File: config.mk
export PLATFORM = sky130hd
export DESIGN_NAME = alu_cc_core
export DESIGN_NICKNAME = d
export VERILOG_FILES = /design/src/rtl/alu_cc_pkg.sv /design/src/rtl/alu_cc_addsub.sv /design/src/rtl/alu_cc_logic_shift.sv /design/src/rtl/alu_cc_divider.sv /design/src/rtl/alu_cc_core.sv
export SDC_FILE = /design/constraint.sdc
export NUM_CORES = 1
export LEC_CHECK = 0
export ABC_AREA = 1
export BUFFER_PORTS_ARGS = -buffer_cell sky130_fd_sc_hd__buf_2
export CELL_PAD_IN_SITES_DETAIL_PLACEMENT = 1
export CELL_PAD_IN_SITES_GLOBAL_PLACEMENT = 1
export CORE_MARGIN = 3
export CORE_UTILIZATION = 40
export CTS_CLUSTER_SIZE = 24
export DETAILED_ROUTE_END_ITERATION = 12
export GPL_TIMING_DRIVEN = 0
export PLACE_DENSITY_LB_ADDON = 0.1
export SYNTH_ARGS = -nofsm -noshare
export SYNTH_HDL_FRONTEND = slang
export SYNTH_SLANG_ARGS = --single-unit
File: constraint.sdc
create_clock -name clk -period 20.6 [get_ports clk]
set_input_delay 3.09 -clock clk [delete_from_list [all_inputs] [get_ports clk]]
set_output_delay 3.09 -clock clk [all_outputs]
set_load 0.01 [all_outputs]
File: src/rtl/alu_cc_pkg.sv
// Package: shared operation encoding for the ALU with condition flags.
// Assumes a 5-bit operation code; values 17..31 are unassigned.
package alu_cc_pkg;
    localparam int OP_W = 5;

    typedef enum logic [OP_W-1:0] {
        OP_ADD   = 5'd0,
        OP_ADDC  = 5'd1,
        OP_SUB   = 5'd2,
        OP_SUBC  = 5'd3,
        OP_AND   = 5'd4,
        OP_OR    = 5'd5,
        OP_XOR   = 5'd6,
        OP_BIT   = 5'd7,
        OP_ROR_C = 5'd8,
        OP_ROL_C = 5'd9,
        OP_SHR   = 5'd10,
        OP_SHL   = 5'd11,
        OP_ASR   = 5'd12,
        OP_CSET  = 5'd13,
        OP_CCLR  = 5'd14,
        OP_CINV  = 5'd15,
        OP_DIV   = 5'd16
    } alu_op_e;
endpackage

File: src/rtl/alu_cc_addsub.sv
// Module: shared adder/subtractor with carry-in and half-carry.
// Assumes DATA_W is even; the half-carry is taken at the nibble midpoint.
// On subtract, cout is the borrow out of the top bit.
module alu_cc_addsub #(
    parameter int DATA_W = 8
) (
    input  logic [DATA_W-1:0] a,
    input  logic [DATA_W-1:0] b,
    input  logic              cin,
    input  logic              sub,
    output logic [DATA_W-1:0] res,
    output logic              cout,
    output logic              half
);
    localparam int HALF_W = DATA_W / 2;

    logic [DATA_W:0] full;
    logic [HALF_W:0] low;

    // Full-width sum or difference, including the carry/borrow bit
    always_comb begin
        if (sub)
            full = {1'b0, a} - {1'b0, b} - {{DATA_W{1'b0}}, cin};
        else
            full = {1'b0, a} + {1'b0, b} + {{DATA_W{1'b0}}, cin};
    end

    // Low-half sum, used only to extract the carry into the upper half
    always_comb begin
        low = {1'b0, a[HALF_W-1:0]} + {1'b0, b[HALF_W-1:0]} + {{HALF_W{1'b0}}, cin};
    end

    assign res  = full[DATA_W-1:0];
    assign cout = full[DATA_W];
    assign half = sub ? 1'b0 : low[HALF_W];
endmodule

File: src/rtl/alu_cc_logic_shift.sv
// Module: bitwise logic plus shift and rotate unit.
// Assumes the caller routes only logic/shift codes here; other codes
// pass A through and keep the carry.
module alu_cc_logic_shift
    import alu_cc_pkg::*;
#(
    parameter int DATA_W = 8
) (
    input  alu_op_e           op,
    input  logic [DATA_W-1:0] a,
    input  logic [DATA_W-1:0] b,
    input  logic              cin,
    output logic [DATA_W-1:0] res,
    output logic              cout
);
    // Select the logic result or the shifted value and the bit shifted out
    always_comb begin
        res  = a;
        cout = cin;
        case (op)
            OP_AND:   res = a & b;
            OP_OR:    res = a | b;
            OP_XOR:   res = a ^ b;
            OP_ROR_C: begin res = {cin, a[DATA_W-1:1]};       cout = a[0];        end
            OP_ROL_C: begin res = {a[DATA_W-2:0], cin};       cout = a[DATA_W-1]; end
            OP_SHR:   begin res = {1'b0, a[DATA_W-1:1]};      cout = a[0];        end
            OP_SHL:   begin res = {a[DATA_W-2:0], 1'b0};      cout = a[DATA_W-1]; end
            OP_ASR:   begin res = {a[DATA_W-1], a[DATA_W-1:1]}; cout = a[0];      end
            default:  begin res = a; cout = cin; end
        endcase
    end
endmodule

File: src/rtl/alu_cc_divider.sv
// Module: combinational restoring divider, 2*DATA_W by DATA_W.
// Assumes the quotient is valid only when err is low; err flags a zero
// divisor or a quotient that needs more than DATA_W bits.
module alu_cc_divider #(
    parameter int DATA_W = 8
) (
    input  logic [DATA_W-1:0] dvd_hi,
    input  logic [DATA_W-1:0] dvd_lo,
    input  logic [DATA_W-1:0] dvs,
    output logic [DATA_W-1:0] quo,
    output logic [DATA_W-1:0] rem,
    output logic              err
);
    logic [DATA_W-1:0] part;
    logic [DATA_W:0]   trial;

    // Overflow test: quotient fits only when the high byte is below the divisor
    assign err = (dvs == '0) || (dvd_hi >= dvs);

    // One restoring step per quotient bit, most significant first
    always_comb begin
        part  = dvd_hi;
        quo   = '0;
        trial = '0;
        for (int i = DATA_W - 1; i >= 0; i--) begin
            trial = {part, dvd_lo[i]};
            if (trial >= {1'b0, dvs}) begin
                trial  = trial - {1'b0, dvs};
                quo[i] = 1'b1;
            end
            part = trial[DATA_W-1:0];
        end
        rem = part;
    end
endmodule

File: src/rtl/alu_cc_core.sv
// Module: top of the ALU with condition flags.
// One operation per valid cycle; result, remainder and flags are
// registered and show the operation after the sampling edge.
// Assumes synchronous active-low reset.
module alu_cc_core
    import alu_cc_pkg::*;
#(
    parameter int DATA_W = 8,
    localparam int SEL_W = $clog2(DATA_W)
) (
    input  logic              clk,
    input  logic              rst_n,
    input  logic              op_valid,
    input  logic [OP_W-1:0]   op_code,
    input  logic [DATA_W-1:0] opnd_a,
    input  logic [DATA_W-1:0] opnd_b,
    input  logic [DATA_W-1:0] divd_hi,
    input  logic [SEL_W-1:0]  bit_sel,
    output logic [DATA_W-1:0] result,
    output logic [DATA_W-1:0] remainder,
    output logic              flag_h,
    output logic              flag_n,
    output logic              flag_z,
    output logic              flag_c
);
    alu_op_e op;
    assign op = alu_op_e'(op_code);

    logic              as_sub, as_cin, as_cout, as_half;
    logic [DATA_W-1:0] as_res;
    logic [DATA_W-1:0] ls_res;
    logic              ls_cout;
    logic [DATA_W-1:0] dv_quo, dv_rem;
    logic              dv_err;

    // Carry-in is used only by the with-carry forms
    assign as_sub = (op == OP_SUB) || (op == OP_SUBC);
    assign as_cin = ((op == OP_ADDC) || (op == OP_SUBC)) ? flag_c : 1'b0;

    alu_cc_addsub #(.DATA_W(DATA_W)) addsub_i (
        .a(opnd_a), .b(opnd_b), .cin(as_cin), .sub(as_sub),
        .res(as_res), .cout(as_cout), .half(as_half)
    );

    alu_cc_logic_shift #(.DATA_W(DATA_W)) lsu_i (
        .op(op), .a(opnd_a), .b(opnd_b), .cin(flag_c),
        .res(ls_res), .cout(ls_cout)
    );

    alu_cc_divider #(.DATA_W(DATA_W)) div_i (
        .dvd_hi(divd_hi), .dvd_lo(opnd_a), .dvs(opnd_b),
        .quo(dv_quo), .rem(dv_rem), .err(dv_err)
    );

    logic [DATA_W-1:0] nxt_res, nxt_rem;
    logic              nxt_h, nxt_n, nxt_z, nxt_c;
    logic              wr_res;

    // Per-operation next-state selection of result and flags
    always_comb begin
        nxt_res = result;
        nxt_rem = remainder;
        nxt_h   = flag_h;
        nxt_c   = flag_c;
        wr_res  = 1'b0;
        if (op_valid) begin
            case (op)
                OP_ADD, OP_ADDC: begin
                    nxt_res = as_res; nxt_c = as_cout; nxt_h = as_half; wr_res = 1'b1;
                end
                OP_SUB, OP_SUBC: begin
                    nxt_res = as_res; nxt_c = as_cout; wr_res = 1'b1;
                end
                OP_AND, OP_OR, OP_XOR: begin
                    nxt_res = ls_res; wr_res = 1'b1;
                end
                OP_ROR_C, OP_ROL_C, OP_SHR, OP_SHL, OP_ASR: begin
                    nxt_res = ls_res; nxt_c = ls_cout; wr_res = 1'b1;
                end
                OP_BIT:  nxt_c = opnd_a[bit_sel];
                OP_CSET: nxt_c = 1'b1;
                OP_CCLR: nxt_c = 1'b0;
                OP_CINV: nxt_c = ~flag_c;
                OP_DIV: begin
                    if (dv_err) begin
                        nxt_c = 1'b1;
                    end else begin
                        nxt_res = dv_quo; nxt_rem = dv_rem; nxt_c = 1'b0; wr_res = 1'b1;
                    end
                end
                default: wr_res = 1'b0;
            endcase
        end
    end

    // Sign and zero follow any newly written result, else hold
    always_comb begin
        nxt_n = wr_res ? nxt_res[DATA_W-1] : flag_n;
        nxt_z = wr_res ? (nxt_res == '0)   : flag_z;
    end

    // State register with synchronous active-low reset
    always_ff @(posedge clk) begin
        if (!rst_n) begin
            result    <= '0;
            remainder <= '0;
            flag_h    <= 1'b0;
            flag_n    <= 1'b0;
            flag_z    <= 1'b0;
            flag_c    <= 1'b0;
        end else begin
            result    <= nxt_res;
            remainder <= nxt_rem;
            flag_h    <= nxt_h;
            flag_n    <= nxt_n;
            flag_z    <= nxt_z;
            flag_c    <= nxt_c;
        end
    end
endmodule

Word-level counts from Yosys, hierarchy flattened
Cells that the tools add are included.
- input port bits: 35
- bits in registers: 20
- logic and storage cells: 100
- output and inout bits: 20
- $add $sub $neg: 14
- equality and inequality tests: 17
- muxes and demuxes: 31
- magnitude comparators: 10
- reduce and logical (&&, ||, !) cells: 17
- bitwise gates (word level): 5
- operators with widths (cell ; number):
    $mux 8 ; 10
    $ge 9x8->1 ; 8
    $pmux 8 s8 ; 1
    $sub 8x8->8 ; 8
    $eq 5x4->1 const B ; 8
    $pmux 8 s3 ; 1
    $eq 5x3->1 const B ; 4
    $logic_not 8->1 ; 2
    $mux 1 ; 14
    $reduce_or 12->1 ; 1
    $eq 5x2->1 const B ; 2
    $add 8x8->9 ; 1
    $add 9x1->9 ; 1
    $mux 9 ; 1
    $sub 8x8->9 ; 1
    $sub 9x1->9 ; 1
    $and 8x8->8 ; 1
    $ge 8x8->1 ; 1
    $or 8x8->8 ; 1
    $reduce_or 8->1 ; 1
    $xor 8x8->8 ; 1
    $pmux 1 s7 ; 1
    $reduce_bool 7->1 ; 1
    $reduce_and 3->1 ; 2
    16 further kinds ; 21

Longest topological paths before layout
Gate-level depths: netlist of run 1.
- depth after elaboration: 20
- mapped depth: 117
- mapped depth without buffers: 112

Modules after synthesis
Synthesis of run 1 repeated with hierarchy kept, for this count alone.
- cells, all modules: 1222
- area total of the unflattened synthesis: 7352.1 um^2
- modules (own cells, without submodules) (module ; instances ; seq. area each (um^2) ; cells each ; area an instance (um^2)):
    alu_cc_divider ; 1 ; 0.0 ; 657 ; 4058.9
    alu_cc_core ; 1 ; 400.4 ; 219 ; 1261.2
    alu_cc_logic_shift ; 1 ; 0.0 ; 174 ; 1047.3
    alu_cc_addsub ; 1 ; 0.0 ; 172 ; 984.7

Worst setup path after synthesis of run 1
No wires, ideal clock.
- kind: input to register
- start: input opnd_b[1]
- end: register flag_z
- data arrival time: 16.311 ns
- data required time: 20.481 ns
- path buffers: 6
- setup time: 0.119 ns
- cell stages on the path: 111
- setup slack: 4.170 ns
- path through: inv_1 ha_1 nand2_1 nor2_1 nand2_1 nor2_2 nor2_2 nand2_2 buf_6 o21ai_0 inv_1 ha_1 nand2_1 nor2_1 a41oi_1 nand2_1 nor2_4 nand2_2 (+75 left out) ha_1 a21oi_1 o21bai_1 a21oi_1 nor2_1 nor2_1 nor2_1 nor2_1 o21bai_1 nand2_1 nand3_1 inv_1 nand3_4 nand2_1 nand2_1 nand2_1 nand2_1 a21oi_2
- cells in the longest elaborated chain, start to end: 20
- elaborated cells on any way between the ends: 49
- classes of those cells: 11 x add/sub; 9 x order compare; 23 x mux; 3 x bitwise; 3 x reduce/logical
- RTL lines (item ; RTL line ; source):
    start: declaration ; alu_cc_core.sv:16 ; input logic [DATA_W-1:0] opnd_b,
    $sub 8x8->8 / $ge 9x8->1 (equally long branches) ; alu_cc_divider.sv:28, alu_cc_divider.sv:27 ;
    $mux 8 ; alu_cc_divider.sv:27 ; if (trial >= {1'b0, dvs}) begin
    $sub 8x8->8 / $ge 9x8->1 (equally long branches) ; alu_cc_divider.sv:28, alu_cc_divider.sv:27 ;
    $mux 8 ; alu_cc_divider.sv:27 ;
    $sub 8x8->8 / $ge 9x8->1 (equally long branches) ; alu_cc_divider.sv:28, alu_cc_divider.sv:27 ;
    $mux 8 ; alu_cc_divider.sv:27 ;
    $sub 8x8->8 / $ge 9x8->1 (equally long branches) ; alu_cc_divider.sv:28, alu_cc_divider.sv:27 ;
    $mux 8 ; alu_cc_divider.sv:27 ;
    (+4 left out) ; - ;
    $sub 8x8->8 / $ge 9x8->1 (equally long branches) ; alu_cc_divider.sv:28, alu_cc_divider.sv:27 ;
    $mux 8 ; alu_cc_divider.sv:27 ;
    $ge 9x8->1 ; alu_cc_divider.sv:27 ;
    $mux 1 ; alu_cc_divider.sv:27 ;
    $mux 8 ; alu_cc_core.sv:85 ; if (dv_err) begin
    $pmux 8 s3 ; alu_cc_core.sv:67 ; case (op)
    $mux 8 ; alu_cc_core.sv:66 ; if (op_valid) begin
    $logic_not 8->1 ; alu_cc_core.sv:99 ; nxt_z = wr_res ? (nxt_res == '0) : flag_z;
    end signal: assignment ; alu_cc_core.sv:116 ; flag_z <= nxt_z;
    end: declaration ; alu_cc_core.sv:23 ; output logic flag_z,
Parallel ways exist; a longest one is shown, timed or not.
A chain may end at the register's enable or synchronous reset.

Final worst setup path of run 1
- start: input opnd_b[2]
- end: register flag_z
- cells in the longest elaborated chain, start to end: 20
- elaborated cells on any way between the ends: 49
- classes of those cells: 11 x add/sub; 9 x order compare; 23 x mux; 3 x bitwise; 3 x reduce/logical
- RTL lines (item ; RTL line):
    $sub 8x8->8 / $ge 9x8->1 (equally long branches) ; alu_cc_divider.sv:28, alu_cc_divider.sv:27
    $mux 8 ; alu_cc_divider.sv:27
    $sub 8x8->8 / $ge 9x8->1 (equally long branches) ; alu_cc_divider.sv:28, alu_cc_divider.sv:27
    $mux 8 ; alu_cc_divider.sv:27
    $sub 8x8->8 / $ge 9x8->1 (equally long branches) ; alu_cc_divider.sv:28, alu_cc_divider.sv:27
    $mux 8 ; alu_cc_divider.sv:27
    $sub 8x8->8 / $ge 9x8->1 (equally long branches) ; alu_cc_divider.sv:28, alu_cc_divider.sv:27
    $mux 8 ; alu_cc_divider.sv:27
    (+4 left out) ; -
    $ge 9x8->1 / $sub 8x8->8 (equally long branches) ; alu_cc_divider.sv:27, alu_cc_divider.sv:28
    $mux 8 ; alu_cc_divider.sv:27
    $ge 9x8->1 ; alu_cc_divider.sv:27
    $mux 1 ; alu_cc_divider.sv:27
    $mux 8 ; alu_cc_core.sv:85
    $pmux 8 s3 ; alu_cc_core.sv:67
    $mux 8 ; alu_cc_core.sv:66
    $logic_not 8->1 ; alu_cc_core.sv:99
Parallel ways exist; a longest one is shown, timed or not.

==> flow_summary.json, run 1 <==
{
  "netlist-cell-type-count": 54,
  "fillers": 2082,
  "syn-instance-count": 986,
  "dr.pass1.iters": 5,
  "relSlewSlack": 0.474,
  "dp_slack_ps": 959,
  "fin_skew_ps": 2.27,
  "numCtsBuffers": 3,
  "vias_per_cell": 5.19,
  "path_common_cell": "nand2_1",
  "r2r-end": "flag_z",
  "synth_top_area_cell": "ha_1",
  "cp_data_arrival_time_ps": 18670,
  "dp.final_hpwl_um": 16200,
  "grt_start_max_net_pins": 16,
  "wl_per_cell_um": 15.2,
  "finalSetupViolations": 0,
  "status": "finished, final reports clean",
  "dp.cells": 1224,
  "path_class": "in2reg",
  "cts_root_buf": "clkbuf_16",
  "synthArstFlopShare": 0,
  "critPathBufInv": 20,
  "io_buffers": 54,
  "drv_slew": 0,
  "tritoncts": "built",
  "htreeDepth": 1,
  "critPathRequiredTime_ps": 20740,
  "path_max_fanout": 10,
  "post_dp_cell_area_mm2": 0.00660,
  "antenna_cells": 0,
  "rows": 44,
  "initial_core_util": 0.414,
  "synth.top_cell.area_share": 0.209,
  "path_delay_family": "compound AO/OA/AOI/OAI gates",
  "critPathMaxStageDelay_ps": 410,
  "synth_area_mm2": 0.00610,
  "drc": 0,
  "antenna_found_initial": 0,
  "vias": 6487,
  "fp.dieW_um": 130,
  "slowest_stage": "ha_1",
  "drtAntennaViolNets": 0,
  "clock_sinks": 20,
  "layout_setup_ws_ps": 2070,
  "dieArea_mm2": 0.0168,
  "endpoint_kind": "register",
  "hold_start": "remainder[2]",
  "post-route-min-period_ps": 18530,
  "drt-initial-drc-count": 266,
  "crit_cells": 111,
  "rr_worst_depth": 22,
  "finalCritPeriodShare": 0.900,
  "ioPinCount": 55,
  "clk_pin_slew_ps": 50,
  "holdCritPathClass": "reg2reg",
  "area_growth_pct": 12.9,
  "synth-seq-area-share": 0.0656,
  "crit_end": "flag_z",
  "yosysWarnings": 0,
  "overflow": 0,
  "reg2reg_from": "flag_c",
  "gp_congestion": 0.869,
  "netlist_top_cells_area": "ha_1, nand2_1, inv_1",
  "final_nets": 1216,
  "synthesis.nets": 1135,
  "worst_pin_slew_ps": 786,
  "synth_edf_count": 0,
  "finalInstanceArea_mm2": 0.00689,
  "cts_max_path_buffers": 2,
  "first_global_vias": 6433,
  "wirelength_um": 19000,
  "drive_above_1_share": 0.133,
  "timing.critical_path.from": "opnd_b[2]",
  "hold_violations": 0,
  "fmax_mhz": 54.0,
  "die_h_um": 130,
  "fin_hold_ws_ps": 458,
  "syn_area_per_cell_um2": 6.19,
  "core-area_mm2": 0.0148,
  "grt_pass1_wl_um": 31400,
  "final_cell_count_no_fill": 1250,
  "critPathLaunchType": "input pin",
  "ys_ff_latch": 20,
  "reg2reg_slack_ps": 16870,
  "cts-hold-fix-buffers": 0,
  "drv_cap": 0,
  "grt_usage": 0.227,
  "synth_ff_type": "dfxtp_1",
  "insertion_delay_ps": 250
}
## area by class of cell
| type | count | area [um^2] | share of cell area |
|---|---|---|---|
| sequential | 20 | 400 | 0.0581 |
| timing repair buffer | 76 | 438 | 0.0636 |
| buffer | 8 | 67.6 | 0.00981 |
| inverter | 195 | 761 | 0.110 |
| multi-input combinational | 763 | 4900 | 0.712 |
| tap | 184 | 230 | 0.0334 |
| clock buffer | 4 | 88.8 | 0.0129 |
## state kept, by name, indices dropped and copies added (netlist names)
register and cells:
flag_h 1, result 8, flag_c 1, flag_z 1, remainder 8, flag_n 1
## placed cells by master, fill, tap and decap left out, types with 9 or more instances in the layout
master,count
inv_1,183
nor2_1,82
fa_1,12
nand2_2,12
dfxtp_1,20
o21ai_0,54
xor2_1,33
o21ai_1,16
xnor2_1,9
nand2_1,209
buf_4,24
o22ai_1,12
ha_1,102
o21bai_1,10
nand3_1,37
a21oi_1,75
nor4_1,10
buf_2,53
## Yosys cell counts (2+ instances only)
| cell type | n |
|---|---|
| clkbuf_1 | 2 |
| a221oi_1 | 2 |
| or4_1 | 2 |
| buf_4 | 2 |
| nand2_2 | 12 |
| nand4_1 | 8 |
| o2111ai_1 | 2 |
| a2111oi_0 | 3 |
| a21oi_1 | 75 |
| a31oi_1 | 2 |
| fa_1 | 12 |
| nor2_2 | 5 |
| nor2_1 | 82 |
| o21ai_2 | 4 |
| o21ai_0 | 56 |
| buf_6 | 4 |
| nand2_4 | 2 |
| o22ai_1 | 12 |
| o31ai_1 | 2 |
| xnor2_1 | 9 |
| nor2_4 | 2 |
| o21a_1 | 2 |
| a211o_1 | 2 |
| inv_2 | 3 |
| o311ai_0 | 2 |
| a21boi_0 | 2 |
| nand3_4 | 4 |
| ha_1 | 102 |
| dfxtp_1 | 20 |
| o21ai_1 | 14 |
| nor3_1 | 6 |
| nor4_1 | 10 |
| nand3b_1 | 4 |
| o21bai_1 | 10 |
| a211oi_1 | 6 |
| nand3_1 | 37 |
| xor2_1 | 33 |
| nand2_1 | 209 |
| o211ai_1 | 5 |
| or2_2 | 8 |
| inv_1 | 190 |
| nand3_2 | 5 |
## metal layers
layer / global-route usage / vias to the layer above / part of all wire
met3: 0.00495 / 12 / 0.021
met5: 0 / - / 0
met4: 0.0385 / 0 / 0.0078
li1: - / 3392 / -
met2: 0.418 / 90 / 0.49
met1: 0.300 / 2993 / 0.48
## worst min-delay path by stage
stage,end,slack (ps),cells after the start
2_1_floorplan,flag_n,490,2
3_3_place_gp,remainder[4],450,2
3_5_place_dp,remainder[2],450,2
4_1_cts,remainder[2],460,2
5_1_grt,flag_n,480,2
6_report,remainder[2],460,2
## logic make-up (layout without fill, tap and decap cells)
| kind of cell | after synthesis | count (layout) | synth area share |
|---|---|---|---|
| buffers and inverters | 203 | 283 | 0.131 |
| AND/OR/NAND/NOR | 399 | 399 | 0.296 |
| flip-flops | 20 | 20 | 0.0656 |
| adder cells (fa/ha/maj) | 114 | 114 | 0.249 |
| AO/OA/AOI/OAI | 208 | 208 | 0.198 |
| XOR/XNOR | 42 | 42 | 0.0603 |
## what timing repair did
| item | CTS | global route |
|---|---|---|
| resized for setup | 0 | 11 |
| endpoints found under the setup margin | 0 | 10 |
| setup buffers | 0 | 22 |
## through the flow
step,setup TNS (ps),utilization
after floorplan,0,-
final,0,0.467
after global placement,0,0.448
after global routing,-12.7,0.467
after CTS,0,0.454
after detailed placement,0,0.448
## worst reg2reg max path: stages, from the launching register on
cell	delay, ps
dfxtp_1	400
nand3_1	200
fa_1	460
fa_1	390
or2_2	310
a21oi_1	200
nor2_1	110
nor2_1	100
nor2_1	50
nor2_1	150
nand2_1	80
nand2_1	60
o22ai_1	100
nand2_1	80
a31oi_1	110
a21oi_1	170
nand2_1	70
nor2_1	100
and3_1	160
nand2_1	50
nor2b_1	120
nand2_1	80
a21oi_2	100
Power of run 1 is not shown: default switching activity piles up to over one toggle a cycle in this logic, so the estimate is an artifact.
==> run 2: changes to the inputs <==
ABC_AREA = unset   (was 1)
==> run 2 against run 1 <==
Global-route usage up 2.6 points; setup slack worse by 1400 ps; core utilization up 2.5 points; non-clock buffer count up 29; routed wire length up 18%; flip-flop and latch count unchanged; critical path depth down 27; cell area up 9.0%; critical endpoint is now remainder[2].
==> flow_summary.json, run 2 <==
{
  "drv_cap": 0,
  "register_area_um2": 400,
  "mostFrequentLayoutCell": "ha_1",
  "layout_common_cells": "ha_1, nor2_1, buf_2",
  "finalSetupViolations": 0,
  "synthesis.nets": 930,
  "synth_commonest_cells": "ha_1, nor2_1, inv_1",
  "core-area_mm2": 0.0153,
  "grt_pass1_wl_um": 34800,
  "drtAntennaViolNets": 0,
  "numCtsBuffers": 3,
  "synthArstFlopShare": 0,
  "fp.dieW_um": 131,
  "netlist-cell-type-count": 92,
  "post_dp_cell_area_mm2": 0.00676,
  "synth_top_area_cell": "ha_1",
  "netlist_top_cells_area": "ha_1, dfxtp_1, mux2i_1",
  "rows": 45,
  "grtUsageMet2": 0.469,
  "post-route-min-period_ps": 19900,
  "cts_max_path_buffers": 2,
  "yosysWarnings": 0,
  "finalInstanceArea_mm2": 0.00751,
  "dp.final_hpwl_um": 17300,
  "syn-instance-count": 781,
  "antenna_cells": 0,
  "io_buffers": 49,
  "grt_start_max_net_pins": 15,
  "critPathRequiredTime_ps": 20740,
  "ioPinCount": 55,
  "relSlewSlack": 0.318,
  "slowest_stage": "or4_1",
  "tritoncts": "built",
  "drv_slew": 0,
  "gp_congestion": 0.867,
  "cts-hold-fix-buffers": 0,
  "vias": 6582,
  "path_max_fanout": 10,
  "fin_skew_ps": 4.00,
  "drt-initial-drc-count": 322,
  "grt-busiest-layer": "met2",
  "path_common_cell": "a21o_1",
  "ys_ff_latch": 20,
  "area_growth_pct": 20.4,
  "dieArea_mm2": 0.0171,
  "die_h_um": 131,
  "htreeDepth": 1,
  "worst_pin_slew_ps": 1020,
  "drc": 0,
  "status": "finished, final reports clean",
  "insertion_delay_ps": 260,
  "multi_input_area_mm2": 0.00581,
  "critPathMaxStageDelay_ps": 550,
  "syn_area_per_cell_um2": 7.99,
  "use_met1": 0.317,
  "met3_usage": 0.0163,
  "initial_core_util": 0.409,
  "synth-seq-area-share": 0.0642,
  "synth_area_mm2": 0.00624,
  "vias_per_cell": 6.06,
  "path_class": "in2reg",
  "first_global_vias": 6573,
  "final_nets": 1026,
  "rr_worst_depth": 15,
  "overflow": 0,
  "wl_per_cell_um": 20.6,
  "endpoint_kind": "register",
  "wirelength_um": 22400,
  "synth_edf_count": 0,
  "antenna_found_initial": 0,
  "synth.top_cell.area_share": 0.205,
  "cts_root_buf": "clkbuf_16",
  "fmax_mhz": 50.3,
  "grt_usage": 0.252,
  "holdCritPathClass": "reg2reg",
  "clock_sinks": 20,
  "dr.pass1.iters": 5,
  "yosysMostFrequentCell": "ha_1",
  "drive_above_1_share": 0.226,
  "critPathLaunchType": "input pin",
  "cp_data_arrival_time_ps": 20040,
  "synth_ff_type": "dfxtp_1",
  "reg.largest.list": "remainder: 8 flops, result: 8 flops",
  "hold-path-cell-count": 2,
  "fillers": 1897,
  "hold_violations": 0,
  "finalCritPeriodShare": 0.966,
  "clk_pin_slew_ps": 60
}
-- run 2: kinds of logic after synthesis --
logic type,share of synthesized area
DFF,0.0642
muxes,0.104
AOI/OAI and AO/OA,0.295
xor gates and xnor gates,0.0646
and+or+nand+nor,0.178
adders and majority gates,0.245
buffers and inverters,0.0495
-- run 2: what timing repair did --
| item | CTS | global route |
|---|---|---|
| buffers inserted | 17 | 24 |
| cloned | 0 | 1 |
| pin swaps | 5 | 18 |
| resized for setup | 39 | 43 |
| setup endpoints to repair | 11 | 10 |
-- run 2: critical path, delay by kind of cell --
| family | cells | cell delay, ps |
|---|---|---|
| AOI/OAI and AO/OA | 42 | 8350 |
| adders and majority gates | 9 | 2420 |
| buffers and inverters | 12 | 1590 |
| muxes | 6 | 1750 |
| and+or+nand+nor | 15 | 2860 |
-- run 2: area by class of cell --
class	count	area share
inverters	53	0.0300
repair buffers	92	0.0808
plain buffers	21	0.0150
flip-flops and latches	20	0.0533
well taps	211	0.0351
clock buffers	4	0.0118
multi-input cells	686	0.774
-- run 2: worst paths after layout --
| path | from | end | slack (ps) |
|---|---|---|---|
| min reg2reg | result[7] | result[7] | 460 |
| min | result[7] | result[7] | 460 |
| max reg2reg | flag_c | flag_z | 16780 |
| max | opnd_a[7] | remainder[2] | 700 |
-- run 2: per-layer routing --
layer | routed length, um | share of wire
met3 | 754 | 0.034
met2 | 11400 | 0.51
met5 | 0 | 0
met1 | 9720 | 0.43
met4 | 557 | 0.025
-- run 2: through the flow --
stage | hold WS, ps | utilization | setup TNS [ps] | cells | setup slack [ps]
2_1_floorplan | 481 | - | 0 | 781 | 685
4_1_cts | 466 | 0.467 | 0 | 1063 | 13.7
5_1_grt | 483 | 0.492 | -466 | 1087 | -74.4
6_report | 461 | 0.492 | 0 | 1087 | 700
3_3_place_gp | 439 | 0.442 | -27520 | 1041 | -2810
3_5_place_dp | 459 | 0.443 | -33200 | 1042 | -3330
Power of run 2 is left out for the same reason.
==> run 3: changes to the inputs <==
--- a/config.mk
+++ b/config.mk
@@ -14,4 +14,5 @@
 export DETAILED_ROUTE_END_ITERATION = 12
 export GPL_TIMING_DRIVEN = 0
+export MAX_ROUTING_LAYER = met4
 export PLACE_DENSITY_LB_ADDON = 0.1
 export SYNTH_ARGS = -nofsm -noshare
==> constraint.sdc (replaced) <==
create_clock -name clk -period 20.6 [get_ports clk]
set_input_delay 6.18 -clock clk [delete_from_list [all_inputs] [get_ports clk]]
set_output_delay 6.18 -clock clk [all_outputs]
set_load 0.01 [all_outputs]
==> run 3 against run 2 <==
The flow now finishes with violations (negative setup slack); maximum frequency fell by 8.9%; count of clock-buffer cells in the layout shrank 1; core utilization is 8.1 points higher; via count rose by 7.5%; critical path depth shrank 2; register-to-register slack worse by 130 ps; routed wire length grew 18%; setup slack worse by 1900 ps; global-route usage is 4.2 points higher; die area did not move; critical path type unchanged.
==> flow_summary.json, run 3 (synthesis results as in run 2) <==
{
  "r2r-end": "flag_z",
  "fp.dieW_um": 131,
  "violations": "negative setup slack",
  "drv_slew": 0,
  "critPathMaxStageDelay_ps": 520,
  "area_growth_pct": 40.3,
  "path_max_fanout": 7,
  "cts-hold-fix-buffers": 0,
  "path_class": "in2reg",
  "timing.critical_path.from": "opnd_b[5]",
  "critPathRequiredTime_ps": 20710,
  "cts_root_buf": "clkbuf_16",
  "drtAntennaViolNets": 0,
  "clock_sinks": 20,
  "fillers": 1796,
  "grt_usage": 0.295,
  "status": "complete, but fails checks",
  "insertion_delay_ps": 260,
  "gp_congestion": 0.887,
  "overflow": 0,
  "tritoncts": "built",
  "final_nets": 1103,
  "layout_common_cells": "buf_4, ha_1, nor2_1",
  "drive_above_1_share": 0.368,
  "grt_start_max_net_pins": 14,
  "antenna_found_initial": 0,
  "reg2reg_slack_ps": 16650,
  "vias": 7073,
  "rows": 45,
  "worst_pin_slew_ps": 1020,
  "reg2reg_from": "flag_c",
  "endpoint_kind": "register",
  "antenna_cells": 0,
  "fin_skew_ps": 1.93,
  "rr_worst_depth": 15,
  "grt_pass1_wl_um": 39100,
  "tns_ps": -11590,
  "drt-initial-drc-count": 335,
  "drc": 0,
  "critPathBufInv": 9,
  "rsz0062_at_grt": "yes",
  "finalSetupViolations": 10,
  "wirelength_um": 26400,
  "cts_max_path_buffers": 2,
  "path_common_cell": "a21o_1",
  "hold_violations": 0,
  "layout_setup_ws_ps": -1230,
  "crit_end": "remainder[7]",
  "clk_pin_slew_ps": 50,
  "die_h_um": 131,
  "crit_cells": 82,
  "drv_cap": 0,
  "dp.final_hpwl_um": 17500,
  "path_delay_family": "compound AO/OA/AOI/OAI gates",
  "dieArea_mm2": 0.0171,
  "first_global_vias": 7261,
  "finalCritPeriodShare": 1.06,
  "slowest_stage": "or4_4",
  "vias_per_cell": 6.08,
  "ioPinCount": 55,
  "numCtsBuffers": 3,
  "register_area_um2": 400,
  "fmax_mhz": 45.8,
  "mostFrequentLayoutCell": "buf_4",
  "wl_per_cell_um": 22.7,
  "holdCritPathClass": "reg2reg",
  "io_buffers": 49,
  "cp_data_arrival_time_ps": 21950,
  "dr.pass1.iters": 6,
  "critPathLaunchType": "input pin",
  "reg.largest.list": "remainder: 8 flops, result: 8 flops",
  "post-route-min-period_ps": 21830,
  "core-area_mm2": 0.0153,
  "initial_core_util": 0.409,
  "relSlewSlack": 0.316,
  "htreeDepth": 1,
  "multi_input_area_mm2": 0.00643,
  "final_util": 0.574
}
## run 3: changes by cell type in the layout (fill, tap and decap cells not counted), moves of 4 or more
cell	before	now
inv_2	1	8
mux2_4	1	10
mux2_2	25	16
buf_2	48	42
nor2b_4	0	4
nor2b_1	20	16
ha_4	2	24
buf_4	44	121
inv_1	45	37
a211oi_1	14	10
ha_1	99	73
mux2i_1	25	19
ha_2	1	5
## run 3: worst min path at each step
stage / start / to / slack [ps] / depth (start not counted)
floorplan: flag_n / flag_n / 480 / 2
global placement: result[7] / result[7] / 440 / 2
detailed placement: flag_n / flag_n / 460 / 2
CTS: flag_n / flag_n / 460 / 2
global route: flag_n / flag_n / 480 / 2
finish: flag_n / flag_n / 450 / 2
## run 3: what timing repair did
action,in CTS,in global routing
cloned,2,0
setup endpoints to repair,11,10
gates resized for setup,102,50
hold endpoints to repair,0,0
buffers inserted,93,26
pin swaps,56,32
## run 3: worst register-to-register path: cells and delay by family, from the launching register on
family	cells	cell delay, ps
buffers and inverters	1	130
AND/OR/NAND/NOR	4	840
XOR/XNOR	1	230
adder cells (fa/ha/maj)	2	670
flip-flops	1	460
AO/OA/AOI/OAI	7	1510
## run 3: cell type report
cell class,count,area share
well taps,211,0.0302
multi-input cells,686,0.734
plain buffers,20,0.0124
inverters,53,0.0272
repair buffers,170,0.142
flip-flops and latches,20,0.0457
clock buffers,3,0.00858
## run 3: metal layers
layer  GRT usage  share of wire
met1       0.351           0.40
met2       0.541           0.52
met3      0.0118          0.043
met4      0.0792          0.037
met5           -              0
## run 3: per-stage QoR
| stage | hold WS (ps) | cells | setup slack, ps | instance area, um^2 |
|---|---|---|---|---|
| finish | 454 | 1163 | -1230 | 8750 |
| floorplan | 481 | 781 | -1040 | 6520 |
| global route | 475 | 1163 | -1840 | 8750 |
| global placement | 444 | 1041 | -3810 | 7030 |
| detailed placement | 456 | 1042 | -4260 | 7050 |
| CTS | 463 | 1138 | -1050 | 8320 |
Power of run 3 is left out for the same reason.
